## config.mk

```make
export PLATFORM = sky130hd
export DESIGN_NAME = therm_prbs_encoder
export DESIGN_NICKNAME = d
export VERILOG_FILES = /design/src/rtl/tpe_pkg.sv /design/src/rtl/tpe_ones_count.sv /design/src/rtl/tpe_lfsr_steps.sv /design/src/rtl/tpe_pattern_gen.sv /design/src/rtl/therm_prbs_encoder.sv
export SDC_FILE = /design/constraint.sdc
export NUM_CORES = 1
export LEC_CHECK = 0
export BUFFER_PORTS_ARGS = -buffer_cell sky130_fd_sc_hd__buf_2
export CAP_MARGIN = 10
export CORE_MARGIN = 5
export CORE_UTILIZATION = 29
export CTS_BUF_LIST = sky130_fd_sc_hd__clkbuf_16
export CTS_CLUSTER_SIZE = 30
export DETAILED_ROUTE_END_ITERATION = 7
export PLACE_DENSITY = 0.56
export SYNTH_ARGS = -nofsm -noshare
export SYNTH_HDL_FRONTEND = slang
export SYNTH_SLANG_ARGS = --single-unit
```

## constraint.sdc

```tcl
create_clock -name clk -period 6.8 [get_ports clk]
set_input_delay 0.34 -clock clk [delete_from_list [all_inputs] [get_ports clk]]
set_output_delay 0.34 -clock clk [all_outputs]
set_load 0.005 [all_outputs]
```

## src/rtl/tpe_pkg.sv

```systemverilog
// Shared constants and types for the thermometer encoder with test pattern.
// Assumes nothing beyond SystemVerilog-2017 packages.
package tpe_pkg;
    localparam int unsigned DEF_THERM_W  = 15;
    localparam int unsigned DEF_SAMPLE_W = 4;
    localparam int unsigned DEF_LFSR_LEN = 7;
    localparam int unsigned DEF_TAP_HI   = 7;
    localparam int unsigned DEF_TAP_LO   = 6;
    localparam logic [6:0]  DEF_SEED     = 7'h7F;

    typedef enum logic {
        SRC_CODE    = 1'b0,
        SRC_PATTERN = 1'b1
    } src_sel_e;
endpackage

```

## src/rtl/tpe_ones_count.sv

```systemverilog
// Counts the ones in a thermometer vector and limits the count to the
// largest value an OUT_W-bit word holds. Purely combinational.
// Assumes: THERM_W >= 1, OUT_W >= 1.
module tpe_ones_count #(
    parameter int unsigned THERM_W = 15,
    parameter int unsigned OUT_W   = 4
) (
    input  logic [THERM_W-1:0] therm_i,
    output logic [OUT_W-1:0]   code_o
);
    localparam int unsigned CNT_W   = $clog2(THERM_W + 1);
    localparam int unsigned SAT_MAX = (1 << OUT_W) - 1;

    logic [CNT_W-1:0] count;

    // Sum every comparator bit; bubbles simply add their weight of one.
    always_comb begin
        count = '0;
        for (int i = 0; i < THERM_W; i++) begin
            count = count + CNT_W'(therm_i[i]);
        end
    end

    generate
        if (THERM_W > SAT_MAX) begin : g_sat
            // Clamp counts that the output word cannot hold.
            always_comb begin
                if (count > CNT_W'(SAT_MAX)) code_o = OUT_W'(SAT_MAX);
                else                          code_o = OUT_W'(count);
            end
        end else begin : g_fit
            // Every possible count fits; pass it through.
            always_comb code_o = OUT_W'(count);
        end
    endgenerate
endmodule

```

## src/rtl/tpe_lfsr_steps.sv

```systemverilog
// Advances a Fibonacci shift register STEPS positions in one cycle.
// The feedback is the XOR of stages TAP_HI and TAP_LO (1-based), shifted
// into stage 1. bits_o[k] is the k-th feedback bit, earliest in bit 0.
// Combinational. Assumes LEN >= 2 and TAP_LO < TAP_HI <= LEN.
module tpe_lfsr_steps #(
    parameter int unsigned LEN    = 7,
    parameter int unsigned TAP_HI = 7,
    parameter int unsigned TAP_LO = 6,
    parameter int unsigned STEPS  = 4
) (
    input  logic [LEN-1:0]   state_i,
    output logic [STEPS-1:0] bits_o,
    output logic [LEN-1:0]   state_o
);
    logic [LEN-1:0] walk;
    logic           fb;

    // Unroll STEPS single-bit shifts, collecting each new feedback bit.
    always_comb begin
        walk   = state_i;
        bits_o = '0;
        fb     = 1'b0;
        for (int k = 0; k < STEPS; k++) begin
            fb        = walk[TAP_HI-1] ^ walk[TAP_LO-1];
            bits_o[k] = fb;
            walk      = {walk[LEN-2:0], fb};
        end
        state_o = walk;
    end
endmodule

```

## src/rtl/tpe_pattern_gen.sv

```systemverilog
// Test-pattern source: holds the shift-register state and offers one
// word of WORD_W fresh sequence bits per cycle while run_i is high.
// The state returns to SEED during reset or whenever run_i is low.
// Assumes: SEED is nonzero.
module tpe_pattern_gen #(
    parameter int unsigned    LEN    = 7,
    parameter int unsigned    TAP_HI = 7,
    parameter int unsigned    TAP_LO = 6,
    parameter int unsigned    WORD_W = 4,
    parameter logic [LEN-1:0] SEED   = '1
) (
    input  logic              clk,
    input  logic              rst_n,
    input  logic              run_i,
    output logic [WORD_W-1:0] word_o
);
    logic [LEN-1:0] state_q;
    logic [LEN-1:0] state_nxt;

    tpe_lfsr_steps #(
        .LEN    (LEN),
        .TAP_HI (TAP_HI),
        .TAP_LO (TAP_LO),
        .STEPS  (WORD_W)
    ) steps_i (
        .state_i (state_q),
        .bits_o  (word_o),
        .state_o (state_nxt)
    );

    // Hold the seed while idle, else advance one word's worth of steps.
    always_ff @(posedge clk) begin
        if (!rst_n || !run_i) state_q <= SEED;
        else                  state_q <= state_nxt;
    end
endmodule

```

## src/rtl/therm_prbs_encoder.sv

```systemverilog
// Top level: a ones-count encoder and a test-pattern source feed a
// 2-to-1 selector on each output lane, followed by the output register.
// One word per clock, one cycle of latency, synchronous active-low reset.
// Assumes the thermometer input is already synchronous to clk.
module therm_prbs_encoder #(
    parameter int unsigned THERM_W  = tpe_pkg::DEF_THERM_W,
    parameter int unsigned SAMPLE_W = tpe_pkg::DEF_SAMPLE_W,
    parameter int unsigned LFSR_LEN = tpe_pkg::DEF_LFSR_LEN,
    parameter int unsigned TAP_HI   = tpe_pkg::DEF_TAP_HI,
    parameter int unsigned TAP_LO   = tpe_pkg::DEF_TAP_LO,
    parameter logic [LFSR_LEN-1:0] SEED = tpe_pkg::DEF_SEED
) (
    input  logic                clk,
    input  logic                rst_n,
    input  logic [THERM_W-1:0]  therm_i,
    input  logic                pattern_en_i,
    output logic [SAMPLE_W-1:0] sample_o,
    output logic                sample_vld_o
);
    import tpe_pkg::*;

    logic [SAMPLE_W-1:0] code_w;
    logic [SAMPLE_W-1:0] pat_w;
    logic [SAMPLE_W-1:0] lane_w;
    logic [SAMPLE_W-1:0] sample_q;
    logic                vld_q;
    src_sel_e            src_sel;

    tpe_ones_count #(
        .THERM_W (THERM_W),
        .OUT_W   (SAMPLE_W)
    ) enc_i (
        .therm_i (therm_i),
        .code_o  (code_w)
    );

    tpe_pattern_gen #(
        .LEN    (LFSR_LEN),
        .TAP_HI (TAP_HI),
        .TAP_LO (TAP_LO),
        .WORD_W (SAMPLE_W),
        .SEED   (SEED)
    ) pat_i (
        .clk    (clk),
        .rst_n  (rst_n),
        .run_i  (pattern_en_i),
        .word_o (pat_w)
    );

    // Source selection shared by all lanes.
    always_comb src_sel = pattern_en_i ? SRC_PATTERN : SRC_CODE;

    generate
        for (genvar l = 0; l < SAMPLE_W; l++) begin : g_lane
            // Per-lane selector between pattern bit and encoded bit.
            always_comb lane_w[l] = (src_sel == SRC_PATTERN) ? pat_w[l] : code_w[l];
        end
    endgenerate

    // Output register and valid flag.
    always_ff @(posedge clk) begin
        if (!rst_n) begin
            sample_q <= '0;
            vld_q    <= 1'b0;
        end else begin
            sample_q <= lane_w;
            vld_q    <= 1'b1;
        end
    end

    assign sample_o     = sample_q;
    assign sample_vld_o = vld_q;
endmodule

```

==> metrics, run 1 <==
commonest non-fill, non-tap cell in the layout buf_2; die area 3690 um2; yosys synthesis warning count 0; hold_ws 289 ps; Chip Width approximately 60 um; total of max-cap violations 0; post-route cell area ~960 um2; antenna violations before repair 0; reg2reg end sample_o[3]$_SDFF_PN0_; TNS Setup 0 ps; final hold violations 0; Worst Path Required just under 7000 ps; global-route wire length before repair approximately 2200 um; mux share of post-synthesis cell area 0%; Synth Cell Area 747 um2; crit-path most repeated cell fa_1; Inserted Diodes 0; crit start category input port; Clock Sinks 12; min Tclk post-route 3540 ps; hold_buf cts 0; final core utilization roughly two fifths; synthesis-stage register bit count 12; CP arrival 3690 ps; Hold Path Origin rst_n; Worst Max-Slew Pin Slew approximately 250 ps; most frequent cells in the layout 22 x buf_2, 21 x inv_1, 12 x dfxtp_1, 9 x fa_1, 6 x ha_1; CP endpoint kind register; sequential area share after synthesis between 30% and 40%; layout cells sized above 1 28.3%; Num CTS Buffers 3; largest family of logic cells by synthesized area adder cells; antenna-violating nets left 0; Initial Utilization 30.2%; outcome completed; Adder-Cell Fraction of Synth Area 34.2%; largest net degree at the start of global routing 15; Total Power between 200 and 300 uW; clk root buf clkbuf_16; critical path class input port to register; post-synthesis xor/xnor area fraction about 6%; fin nets 134; Max H-tree Level 1; Congestion Overflow GR 0; area delta synth->final 29.1%; drt initial violations 3; final slew viol count 0; via count 543; Reg2Reg Depth 3; CTS tree done; worst hold stages 1; CP max FO 2; RSZ-0062 raised after global routing false; Mapped Cells 75; Slew Limit Headroom between 80% and 90%; DP Area 890 um2; Core ar. ~2500 um2; FMAX about 280 MHz; simple-gate share of the synthesized area under 10%; # Post-CTS Setup Buffers 0; HP Class input port to register; r2r setup slk between 5000 and 6000 ps; Static Leak 0.000505 uW; Avg Inst Size Synth between 9 and 10 um2; TritonRoute pass-1 iters 3; Routed WL 1280 um; drt drc 0; final period utilization between 50% and 60%; vias in the first global route 570; hpwl dp around 1100 um; site row count 18; P per Cell Area ~300 nW/um2; Final Setup Violations 0; worst-path cell chain buf_2 -> ha_1 -> inv_1 -> fa_1 -> fa_1 -> fa_1 -> fa_1 -> inv_1 -> ha_1 -> fa_1 -> xor2_1 -> nor2_1 -> a211oi_1; post-synthesis net count between 100 and 150; Peak VDD IR 0.164 mV; clk_skew between 2 and 2.5 ps; deepest clock path buffer count 2; PostCTS Resize Cnt 0; Port Buffers 22; clock-pin slew on the worst setup and hold paths roughly 40 ps; vias per inst ~4.2; io pins 23; Reg-to-Reg Start pat_i.state_q[3]$_SDFF_PP1_; total track usage under 10%; Max stage delay on crit path approximately 540 ps; Clock Latency Late Sink about 240 ps; height of the die 60.8 um; WHS Endpoint sample_vld_o$_DFF_P_; Netlist cell types 17; Synth Area in Compound Gates ~7.4%; Placer Congestion ~0.72; Slowest-stage cell, CP fa_1; Wirelength per Cell 9.89 um
[critical path: cells and delay by family]
| kind | cells | cell delay, ps |
|---|---|---|
| buffers and inverters | 3 | 210 |
| adder cells (fa/ha/maj) | 7 | 2760 |
| XOR/XNOR | 1 | 140 |
| AND/OR/NAND/NOR | 1 | 50 |
| AO/OA/AOI/OAI | 1 | 190 |
[final cells by class]
cell class | instances | area (um2)
sequential | 12 | 240
fill | 262 | 1510
clock buffer | 3 | 75.1
inverter | 21 | 78.8
timing repair buffer | 22 | 110
multi-input combinational | 41 | 423
tap | 30 | 37.5
[state kept, by name (all words and copies together), names as in the netlist]
signal,count
sample_vld_o,1
pat_i.state_q,7
sample_o,4
[report_power, final]
part	internal (uW)	switching, uW
clock network	76.3	27.1
logic	49.7	57.1
registers	78.6	1.95
[kinds of logic (layout without fill, tap and decap cells)]
group | Yosys count | count (layout)
AOI/OAI and AO/OA | 7 | 7
xor gates and xnor gates | 5 | 5
adders and majority gates | 15 | 15
buffers and inverters | 22 | 46
DFF | 12 | 12
and+or+nand+nor | 14 | 14
[worst max-delay path by stage]
stage,slack [ps],start,endpoint,depth (start not counted)
3_3_place_gp,3040,therm_i[0],sample_o[2]$_SDFF_PN0_,13
3_5_place_dp,2980,therm_i[0],sample_o[2]$_SDFF_PN0_,13
4_1_cts,3230,therm_i[0],sample_o[2]$_SDFF_PN0_,13
6_report,3260,therm_i[0],sample_o[2]$_SDFF_PN0_,13
5_1_grt,3080,therm_i[0],sample_o[2]$_SDFF_PN0_,13
2_1_floorplan,3230,therm_i[0],sample_o[2]$_SDFF_PN0_,12
[cell usage after synthesis]
master / instances / area, um2
a21oi_1: 2 / 10.0
xnor2_1: 4 / 35.0
ha_1: 6 / 75.1
buf_2: 1 / 5.00
a211oi_1: 3 / 22.5
nor2_1: 4 / 15.0
inv_1: 21 / 78.8
nand3_1: 5 / 25.0
or2_1: 1 / 6.26
a311oi_2: 1 / 15.0
fa_1: 9 / 180
nand2b_1: 1 / 6.26
dfxtp_1: 12 / 240
nand2_1: 1 / 3.75
a21o_1: 1 / 7.51
or2_2: 2 / 12.5
xor2_1: 1 / 8.76
[per-layer routing]
metal  routed length, um  vias up  GRT usage (%)
li1                    -      274              -
met1                 474      248           8.22
met2                 622       17           14.7
met3                 126        4           2.77
met4                  51        0           7.43
met5                   0        -              0
[through the flow]
step	worst slack, ps	std cells
floorplan	3230	75
detailed placement	2980	126
global placement	3040	126
global route	3080	129
CTS	3230	129
finish	3260	129
Power figures use the tool's default switching activity.
==> run 2, diff against run 1 <==
==> constraint.sdc (replaced) <==
create_clock -name clk -period 3.5 [get_ports clk]
set_input_delay 0.175 -clock clk [delete_from_list [all_inputs] [get_ports clk]]
set_output_delay 0.175 -clock clk [all_outputs]
set_load 0.005 [all_outputs]
==> metrics, run 2 (synthesized netlist as in run 1, its figures left out) <==
HP Class input port to register; Clock Sinks 12 (unchanged); fin nets 136 (+1.5%); RSZ-0062 raised after global routing false; commonest non-fill, non-tap cell in the layout buf_2; outcome completed; min Tclk post-route 3360 ps; deepest clock path buffer count 2 (unchanged); final core utilization 39.9% (+0.96 points); CTS tree done; post-route cell area 988 um2 (+2.5%); largest net degree at the start of global routing 15 (unchanged); CP max FO 2 (unchanged); P per Cell Area 595 nW/um2 (+98%); final hold violations 0 (unchanged); Worst Path Required 3640 ps (-3310 ps); crit start category input port; Num CTS Buffers 3 (unchanged); hold_buf cts 0 (unchanged); Inserted Diodes 0 (unchanged); die area 3690 um2 (unchanged); FMAX between 200 and 300 MHz; most frequent cells in the layout 22 x buf_2, 21 x inv_1, 12 x dfxtp_1, 9 x fa_1, 6 x ha_1; area delta synth->final 32.3%; max reg flops 7 (unchanged); Clock Latency Late Sink 240 ps (about the same); CP endpoint kind register; TritonRoute pass-1 iters 4 (+1); Static Leak 0.000517 uW (+2.5%); Worst Max-Slew Pin Slew 267 ps (+15.1 ps); global-route wire length before repair 2280 um (+2.2%); layout cells sized above 1 30.4% (+2.1 points); critical path class input port to register; final period utilization 96.0%; drt initial violations 13 (+10); DP Area 905 um2 (+1.7%); io pins 23 (unchanged); Port Buffers 22 (unchanged); Final Setup Violations 0 (unchanged); clk_skew 2.63 ps (+0.559 ps); Initial Utilization 30.2% (unchanged); Congestion Overflow GR 0 (unchanged); Total Power 589 uW (+100%); drt drc 0 (unchanged); site row count 18 (unchanged); height of the die 60.8 um (unchanged); Peak VDD IR 0.301 mV (+83%); antenna-violating nets left 0 (unchanged); vias per inst 4.15 (-1.4%); Chip Width 60.8 um (unchanged); Placer Congestion 0.685 (-5.5%); hold_ws 138 ps (-151 ps); Routed WL 1300 um (+1.7%); final slew viol count 0 (unchanged); clock-pin slew on the worst setup and hold paths 40 ps (about the same); via count 548 (+0.92%); hpwl dp 1130 um (+1.3%); most flop-heavy register pat_i.state_q; total of max-cap violations 0 (unchanged); total track usage 8.55% (-0.036 points); antenna violations before repair 0 (unchanged); CP arrival 3500 ps (-190 ps); Core ar. 2480 um2 (unchanged); Wirelength per Cell 9.83 um (-0.59%); Max H-tree Level 1 (unchanged); Slew Limit Headroom 82.1% (-1.0 points); vias in the first global route 575 (+0.88%); clk root buf clkbuf_16
-- run 2: cell count changes in the layout (fill, tap and decap cells not counted), sizes merged --
cell / before / now
buf: 22 / 24
clkinv: 0 / 1
-- run 2: timing repair --
item	in CTS	in global routing
buffers inserted	0	0
gates resized for setup	0	1
endpoints found under the setup margin	0	2
-- run 2: critical path: stages --
cell,delay [ps]
buf_2,100
ha_1,280
inv_1,70
fa_1,430
fa_1,520
fa_1,440
fa_1,490
inv_1,40
ha_1,200
fa_1,480
nor2_1,40
a211oi_1,250
-- run 2: routing by layer --
layer  GRT usage, %  routed length, um  up-vias
li1               -                  -      279
met1           9.29                484      248
met2           14.5                670       19
met3           2.34                112        2
met4           5.57                 30        0
met5              0                  0        -
-- run 2: area by class of cell --
type | count | area, um2
fillers | 256 | 1490
multi-input cells | 41 | 428
flip-flops and latches | 12 | 240
repair buffers | 24 | 125
inverters | 21 | 78.8
clock buffers | 3 | 75.1
well taps | 30 | 37.5
clock inverters | 1 | 3.75
-- run 2: final timing paths --
path                            slack (ps)                         from                           to  cells after the start
worst max-delay path                   140                   therm_i[0]       sample_o[1]$_SDFF_PN0_                     12
worst min-delay path                   140                        rst_n         sample_vld_o$_DFF_P_                      1
worst max register to register        2540  pat_i.state_q[3]$_SDFF_PP1_       sample_o[3]$_SDFF_PN0_                      3
worst min register to register         410  pat_i.state_q[1]$_SDFF_PP1_  pat_i.state_q[5]$_SDFF_PP1_                      1
-- run 2: metrics by stage --
step                TNS [ps]  std cells  worst slack (ps)
floorplan                  0         75              99.6
global placement        -285        128              -159
detailed placement      -358        128              -165
CTS                        0        132              79.7
global route               0        132              2.49
finish                     0        132               140
-- run 2: where the power goes --
group | switching (uW) | total, uW | internal (uW)
Combinational | 114 | 226 | 112
Sequential | 4.04 | 157 | 153
Clock | 55.8 | 206 | 150
